==> config.mk <==
export PLATFORM = sky130hd
export DESIGN_NAME = clip_rect_emitter
export DESIGN_NICKNAME = d
export VERILOG_FILES = /design/src/rtl/clip_emit_pkg.sv /design/src/rtl/clip_rect_check.sv /design/src/rtl/clip_pkt_mux.sv /design/src/rtl/clip_rect_emitter.sv
export SDC_FILE = /design/constraint.sdc
export NUM_CORES = 1
export LEC_CHECK = 0
export BUFFER_PORTS_ARGS = -buffer_cell sky130_fd_sc_hd__buf_2
export CAP_MARGIN = 20
export CORE_ASPECT_RATIO = 1.1
export CORE_UTILIZATION = 45
export DETAILED_ROUTE_END_ITERATION = 7
export PLACE_DENSITY = 0.75
export SLEW_MARGIN = 20
export SYNTH_ARGS = -nofsm -noshare
export SYNTH_HDL_FRONTEND = slang
export SYNTH_SLANG_ARGS = --single-unit
==> constraint.sdc <==
create_clock -name clk -period 2.1 [get_ports clk]
set_input_delay 0.42 -clock clk [delete_from_list [all_inputs] [get_ports clk]]
set_output_delay 0.42 -clock clk [all_outputs]
set_load 0.01 [all_outputs]
==> src/rtl/clip_emit_pkg.sv <==
package clip_emit_pkg;

  typedef enum logic [1:0] {
    ST_IDLE,
    ST_FETCH,
    ST_EMIT,
    ST_REPLAY
  } emit_state_e;

  // Word slots of one draw-rectangle packet; the order is the wire order.
  typedef enum logic [2:0] {
    SL_OPC  = 3'd0,
    SL_SETA = 3'd1,
    SL_MIN  = 3'd2,
    SL_MAX  = 3'd3,
    SL_SETB = 3'd4,
    SL_PAD  = 3'd5
  } pkt_slot_e;

  localparam pkt_slot_e LAST_SLOT = SL_PAD;

endpackage

==> src/rtl/clip_rect_check.sv <==
module clip_rect_check #(
  parameter int COORD_W = 16
) (
  input  logic signed [COORD_W-1:0]   x1_i,
  input  logic signed [COORD_W-1:0]   y1_i,
  input  logic signed [COORD_W-1:0]   x2_i,
  input  logic signed [COORD_W-1:0]   y2_i,
  output logic                        ok_o,
  output logic        [2*COORD_W-1:0] min_word_o,
  output logic        [2*COORD_W-1:0] max_word_o
);

  localparam logic signed [COORD_W-1:0] ZERO = '0;
  localparam logic signed [COORD_W-1:0] ONE  = {{(COORD_W-1){1'b0}}, 1'b1};

  logic degenerate;
  logic [COORD_W-1:0] x_incl;
  logic [COORD_W-1:0] y_incl;

  always_comb begin
    degenerate = (x2_i <= x1_i) || (y2_i <= y1_i) ||
                 (x2_i <= ZERO) || (y2_i <= ZERO);
    ok_o       = !degenerate;
    x_incl     = x2_i - ONE;
    y_incl     = y2_i - ONE;
    min_word_o = {y1_i, x1_i};
    max_word_o = {y_incl, x_incl};
  end

endmodule

==> src/rtl/clip_pkt_mux.sv <==
module clip_pkt_mux
  import clip_emit_pkg::*;
#(
  parameter int DW = 32
) (
  input  pkt_slot_e        slot_i,
  input  logic [DW-1:0]    opcode_i,
  input  logic [DW-1:0]    setup_a_i,
  input  logic [DW-1:0]    min_word_i,
  input  logic [DW-1:0]    max_word_i,
  input  logic [DW-1:0]    setup_b_i,
  output logic [DW-1:0]    word_o
);

  always_comb begin
    unique case (slot_i)
      SL_OPC:  word_o = opcode_i;
      SL_SETA: word_o = setup_a_i;
      SL_MIN:  word_o = min_word_i;
      SL_MAX:  word_o = max_word_i;
      SL_SETB: word_o = setup_b_i;
      default: word_o = '0;
    endcase
  end

endmodule

==> src/rtl/clip_rect_emitter.sv <==
module clip_rect_emitter
  import clip_emit_pkg::*;
#(
  parameter int COORD_W = 16,
  parameter int CNT_W   = 8
) (
  input  logic                   clk,
  input  logic                   rst_n,
  input  logic                   start_i,
  input  logic [CNT_W-1:0]       rect_count_i,
  input  logic [2*COORD_W-1:0]   opcode_i,
  input  logic [2*COORD_W-1:0]   setup_a_i,
  input  logic [2*COORD_W-1:0]   setup_b_i,
  input  logic                   rect_valid_i,
  output logic                   rect_ready_o,
  input  logic [COORD_W-1:0]     rect_x1_i,
  input  logic [COORD_W-1:0]     rect_y1_i,
  input  logic [COORD_W-1:0]     rect_x2_i,
  input  logic [COORD_W-1:0]     rect_y2_i,
  output logic                   dw_valid_o,
  input  logic                   dw_ready_i,
  output logic [2*COORD_W-1:0]   dw_data_o,
  output logic                   dw_last_o,
  output logic                   replay_req_o,
  input  logic                   replay_done_i,
  output logic                   busy_o,
  output logic                   done_o,
  output logic                   error_o
);

  localparam int DW = 2 * COORD_W;
  localparam logic [CNT_W-1:0] CNT_ONE = {{(CNT_W-1){1'b0}}, 1'b1};

  emit_state_e      state_q, state_d;
  pkt_slot_e        slot_q, slot_d;
  logic [CNT_W-1:0] remain_q, remain_d;
  logic [DW-1:0]    opc_q, seta_q, setb_q, min_q, max_q;
  logic             err_q, err_d;
  logic             done_q, done_d;

  logic             start_acc, rect_acc, word_acc, replay_acc;
  logic             cfg_en, rect_en, slot_en, remain_en;
  logic             rect_ok;
  logic [DW-1:0]    min_w, max_w;

  clip_rect_check #(.COORD_W(COORD_W)) u_check (
    .x1_i       (rect_x1_i),
    .y1_i       (rect_y1_i),
    .x2_i       (rect_x2_i),
    .y2_i       (rect_y2_i),
    .ok_o       (rect_ok),
    .min_word_o (min_w),
    .max_word_o (max_w)
  );

  clip_pkt_mux #(.DW(DW)) u_mux (
    .slot_i     (slot_q),
    .opcode_i   (opc_q),
    .setup_a_i  (seta_q),
    .min_word_i (min_q),
    .max_word_i (max_q),
    .setup_b_i  (setb_q),
    .word_o     (dw_data_o)
  );

  // Handshake qualifiers and clock enables
  always_comb begin
    start_acc  = (state_q == ST_IDLE)   && start_i;
    rect_acc   = (state_q == ST_FETCH)  && rect_valid_i;
    word_acc   = (state_q == ST_EMIT)   && dw_ready_i;
    replay_acc = (state_q == ST_REPLAY) && replay_done_i;
    cfg_en     = start_acc;
    rect_en    = rect_acc && rect_ok;
    slot_en    = rect_en || word_acc;
    remain_en  = start_acc || replay_acc;
  end

  // Next-state logic
  always_comb begin
    state_d  = state_q;
    slot_d   = slot_q;
    remain_d = remain_q;
    err_d    = err_q;
    done_d   = 1'b0;
    unique case (state_q)
      ST_IDLE: begin
        if (start_i) begin
          remain_d = rect_count_i;
          err_d    = 1'b0;
          state_d  = (rect_count_i == '0) ? ST_REPLAY : ST_FETCH;
        end
      end
      ST_FETCH: begin
        if (rect_valid_i) begin
          if (rect_ok) begin
            slot_d  = SL_OPC;
            state_d = ST_EMIT;
          end else begin
            err_d   = 1'b1;
            done_d  = 1'b1;
            state_d = ST_IDLE;
          end
        end
      end
      ST_EMIT: begin
        if (dw_ready_i) begin
          if (slot_q == LAST_SLOT) begin
            state_d = ST_REPLAY;
          end else begin
            slot_d = pkt_slot_e'(slot_q + 3'd1);
          end
        end
      end
      ST_REPLAY: begin
        if (replay_done_i) begin
          if (remain_q <= CNT_ONE) begin
            done_d  = 1'b1;
            state_d = ST_IDLE;
          end else begin
            remain_d = remain_q - CNT_ONE;
            state_d  = ST_FETCH;
          end
        end
      end
      default: state_d = ST_IDLE;
    endcase
  end

  // Registers
  always_ff @(posedge clk or negedge rst_n) begin
    if (!rst_n) begin
      state_q <= ST_IDLE;
      err_q   <= 1'b0;
      done_q  <= 1'b0;
    end else begin
      state_q <= state_d;
      err_q   <= err_d;
      done_q  <= done_d;
    end
  end

  always_ff @(posedge clk or negedge rst_n) begin
    if (!rst_n) begin
      slot_q <= SL_OPC;
    end else if (slot_en) begin
      slot_q <= slot_d;
    end
  end

  always_ff @(posedge clk or negedge rst_n) begin
    if (!rst_n) begin
      remain_q <= '0;
    end else if (remain_en) begin
      remain_q <= remain_d;
    end
  end

  always_ff @(posedge clk or negedge rst_n) begin
    if (!rst_n) begin
      opc_q  <= '0;
      seta_q <= '0;
      setb_q <= '0;
    end else if (cfg_en) begin
      opc_q  <= opcode_i;
      seta_q <= setup_a_i;
      setb_q <= setup_b_i;
    end
  end

  always_ff @(posedge clk or negedge rst_n) begin
    if (!rst_n) begin
      min_q <= '0;
      max_q <= '0;
    end else if (rect_en) begin
      min_q <= min_w;
      max_q <= max_w;
    end
  end

  // Outputs
  always_comb begin
    rect_ready_o = (state_q == ST_FETCH);
    dw_valid_o   = (state_q == ST_EMIT);
    dw_last_o    = (state_q == ST_EMIT) && (slot_q == LAST_SLOT);
    replay_req_o = (state_q == ST_REPLAY);
    busy_o       = (state_q != ST_IDLE);
    done_o       = done_q;
    error_o      = err_q;
  end


  onehot_side_chk: assert property (@(posedge clk) disable iff (!rst_n)
    $onehot0({rect_ready_o, dw_valid_o, replay_req_o}));


  word_hold_chk: assert property (@(posedge clk) disable iff (!rst_n)
    (dw_valid_o && !dw_ready_i) |=> (dw_valid_o && $stable(dw_data_o) && $stable(dw_last_o)));


  replay_after_last_chk: assert property (@(posedge clk) disable iff (!rst_n)
    (dw_valid_o && dw_ready_i && dw_last_o) |=> replay_req_o);


  replay_hold_chk: assert property (@(posedge clk) disable iff (!rst_n)
    (replay_req_o && !replay_done_i) |=> replay_req_o);


  error_stop_chk: assert property (@(posedge clk) disable iff (!rst_n)
    $rose(error_o) |-> (done_o && !busy_o && !dw_valid_o && !replay_req_o));


  busy_start_chk: assert property (@(posedge clk) disable iff (!rst_n)
    (busy_o && start_i && !done_o) |=> $stable(opc_q));

endmodule

==> flow_metrics.env <==
export IMPL_layout_setup_ws_ps=-477
export IMPL_cts_made_buffers=17
export IMPL_die_area_um2=21000
export IMPL_drive_above_1_share=0.559
export IMPL_synth_top_cell_by_area="dfrtp_1"
export IMPL_clock_path_buffers=2
export IMPL_core_um2=19900
export IMPL_power_frac_seq=0.360
export IMPL_postRouteAntennaNets=0
export IMPL_cpPeakStageDelay_ps=440
export IMPL_rsz0062_at_grt="true"
export IMPL_numPortBuffers=212
export IMPL_hp_start="setup_b_i[18]"
export IMPL_whs_ps=213
export IMPL_worst_r2r_endpoint="remain_q[0]"
export IMPL_grt_pass1_vias=8348
export IMPL_vias=7798
export IMPL_die_y_um=152
export IMPL_path_cells="buf_6, ha_4, nor2b_4, buf_12, buf_12, a222oi_1, o21ai_1, buf_2"
export IMPL_detail_route_wl_per_cell_um=20.1
export IMPL_endpoint_kind="output port"
export IMPL_ys_top_cells_by_area="dfrtp_1 48%, mux2_2 16%, ha_1 5.6%, a22oi_1 4.7%, mux2_4 3.9%"
export IMPL_start_kind="flop"
export IMPL_synth_top_area_share=0.476
export IMPL_crit_buf_inv=4
export IMPL_relSlewSlack=0.580
export IMPL_worstReg2RegStart="remain_q[0]"
export IMPL_worstPathMaxFanout=4
export IMPL_crit_end="dw_data_o[19]"
export IMPL_synth_warnings=0
export IMPL_gp_congestion=0.854
export IMPL_total_power_mw=16.3
export IMPL_drtPass1Iterations=7
export IMPL_crit_family="buffers and inverters"
export IMPL_cts_tree="built"
export IMPL_dpl_worst_slack_ps=-805
export IMPL_drv_cap=0
export IMPL_synthToLayoutAreaGrowth_pct=44.5
export IMPL_grt_first_pass_wirelength_um=42900
export IMPL_setup_viol=102
export IMPL_final_min_clock_period_ps=2580
export IMPL_status="finished with violations"
export IMPL_cp_common_cell="buf_12"
export IMPL_power_density_nw_per_um2=1230
export IMPL_worst_ep_arrival_time_ps=2160
export IMPL_path_depth=8
export IMPL_violations="design-rule violations, negative setup slack"
export IMPL_cpMaxStageDelayCell="dfrtp_2"
export IMPL_ir_drop_mv=0.717
export IMPL_clock_fmax_mhz=388
export IMPL_dpl_hpwl_um=18700
export IMPL_htree_num_levels=4
export IMPL_worstSetupPathType="reg2out"
export IMPL_drc_errors=22
export IMPL_yosysSeqAreaShare=0.476
export IMPL_p_sw_frac=0.360
export IMPL_clock_latency_ps=430
export IMPL_async_reset_ff_frac=1.00
export IMPL_rr_worst_depth=7
export IMPL_post_synth_top_count_cell="dfrtp_1"
export IMPL_grtUsageTotal=0.264
export IMPL_start_util=0.462
export IMPL_synth_cell_type_count=50
export IMPL_clockPowerShare=0.196
export IMPL_crit_required_ps=1680
export IMPL_synth_common_cells="175 x dfrtp_1, 128 x mux2_2, 58 x a22oi_1, 52 x inv_1, 44 x nand2_1"
export IMPL_clock_skew_ps=6.54
export IMPL_synthFlopType="dfrtp_1"
export IMPL_cts_sinks=175
export IMPL_clkTransAtPathRegs_ps=80
export IMPL_fin_nets=1341
export IMPL_fin_crit_sh=1.23
export IMPL_syn_instance_count=796
export IMPL_syn_area_per_cell_um2=11.6
export IMPL_slew_viol_final=0
export IMPL_overflow=0
export IMPL_clockRootBuffer="clkbuf_16"
export IMPL_antenna_found_initial=2
export IMPL_ys_ff_latch=175
export IMPL_grt_max_degree=55
export IMPL_hold_viol=0
export IMPL_io_pins=213
export IMPL_synthesis_area_um2=9200
export IMPL_min_path_type="in2reg"
export IMPL_routed_via_density=5.60
export IMPL_drt_iter0_drc=568
export IMPL_synth_nets=1011
export IMPL_p_int_mw=10.5
export IMPL_switchingPower_mw=5.88
export IMPL_comb_power_share=0.444
export IMPL_worst_r2r_setup_slack_ps=190
export IMPL_routed_wirelength_um=28000
export IMPL_fp_row_count=54
export IMPL_synth_enable_flop_cells=0
export IMPL_tightest_slew_ps=624
export IMPL_fp_dieW_um=138
export IMPL_p_leak_nw=6.26
export IMPL_crit_start="slot_q[0]"
[metal layers]
| metal | global-route usage | wire length (um) |
|---|---|---|
| met3 | 0.0618 | 1550 |
| met2 | 0.459 | 14200 |
| met5 | 0 | 13 |
| met1 | 0.315 | 11400 |
| met4 | 0.105 | 812 |
[registers in the layout (all words and copies together) (netlist names)]
signal	cells
done_o	1
error_o	1
max_q	32
min_q	32
opc_q	32
remain_q	8
seta_q	32
setb_q	32
slot_q	3
state_q	2
[metrics by stage]
stage                util  area, um2  TNS (ps)  cells
floorplan               -       9380    -24550    796
global placement    0.577      11500    -48030   1323
detailed placement  0.577      11500    -52390   1323
CTS                 0.651      13000    -28880   1378
global route        0.667      13300    -39940   1392
finish              0.667      13300    -32620   1392
[cells in the final DEF (no fill, tap or decap), types with 5 or more instances in the layout]
master / netlist / layout
buf_6: 2 / 37
mux2_2: 128 / 124
nand3_1: 30 / 29
xor2_1: 12 / 12
inv_8: 0 / 6
nor2_1: 26 / 25
a22oi_1: 58 / 29
ha_4: 0 / 24
buf_2: 0 / 181
clkbuf_16: 0 / 19
mux2_4: 24 / 33
xnor2_1: 15 / 15
o21ai_0: 30 / 18
nand4_1: 9 / 9
nand2b_1: 5 / 5
nand2_1: 44 / 44
o21ai_1: 0 / 12
ha_1: 41 / 16
nor3_1: 12 / 12
inv_2: 0 / 14
buf_8: 2 / 6
dfrtp_1: 175 / 174
a21oi_1: 20 / 18
a22oi_2: 0 / 29
inv_1: 52 / 30
buf_4: 3 / 101
inv_4: 0 / 6
a222oi_1: 9 / 9
buf_12: 0 / 18
[cell type report]
cell class	count	area, um2
sequential	175	4380
fill	1411	6640
antenna	1	2.50
clock buffer	18	439
inverter	52	225
tap	252	315
multi-input combinational	530	5080
clock inverter	14	146
timing repair buffer	350	2700
[timing repair]
| action | CTS | global route |
|---|---|---|
| pin swaps | 40 | 31 |
| setup endpoints to repair | 103 | 103 |
| cloned | 7 | 2 |
| hold buffers | 1 | 0 |
| endpoints found under the hold margin | 39 | 0 |
| resized for setup | 126 | 49 |
| buffers inserted | 17 | 15 |
[worst min-delay path by stage]
| stage | to | slack, ps | depth (start not counted) |
|---|---|---|---|
| after floorplan | done_o | 120 | 0 |
| after global placement | min_q[9] | 370 | 1 |
| after detailed placement | min_q[9] | 370 | 1 |
| after CTS | seta_q[16] | 190 | 2 |
| after global routing | opc_q[17] | 200 | 2 |
| final | setb_q[18] | 210 | 2 |
[worst reg2reg max path: stages, from the launching register on]
cell	delay (ps)
dfrtp_1	410
inv_1	70
ha_1	270
o211ai_1	350
a31oi_1	150
buf_4	200
or3_1	320
nand3_1	90
[power by group through the flow]
stage / Combinational, mW / Sequential (mW) / Clock [mW]
after floorplan: 3.89 / 5.51 / 0
after global placement: 6.03 / 5.75 / 0
after detailed placement: 6.19 / 5.80 / 0
after CTS: 6.68 / 5.81 / 3.25
after global routing: 7.82 / 6.05 / 3.38
final: 7.26 / 5.88 / 3.20
[kinds of logic (layout without fill, tap and decap cells)]
family,after synthesis,in the layout,synth area share
flops,175,175,0.476
simple gates,165,165,0.0930
mux,160,160,0.205
compound gates,137,137,0.102
buf+inv,91,434,0.0424
fa+ha+maj,41,41,0.0558
xor+xnor,27,27,0.0257
other cells,0,1,0
No activity file was read; power rests on OpenSTA's default activity.
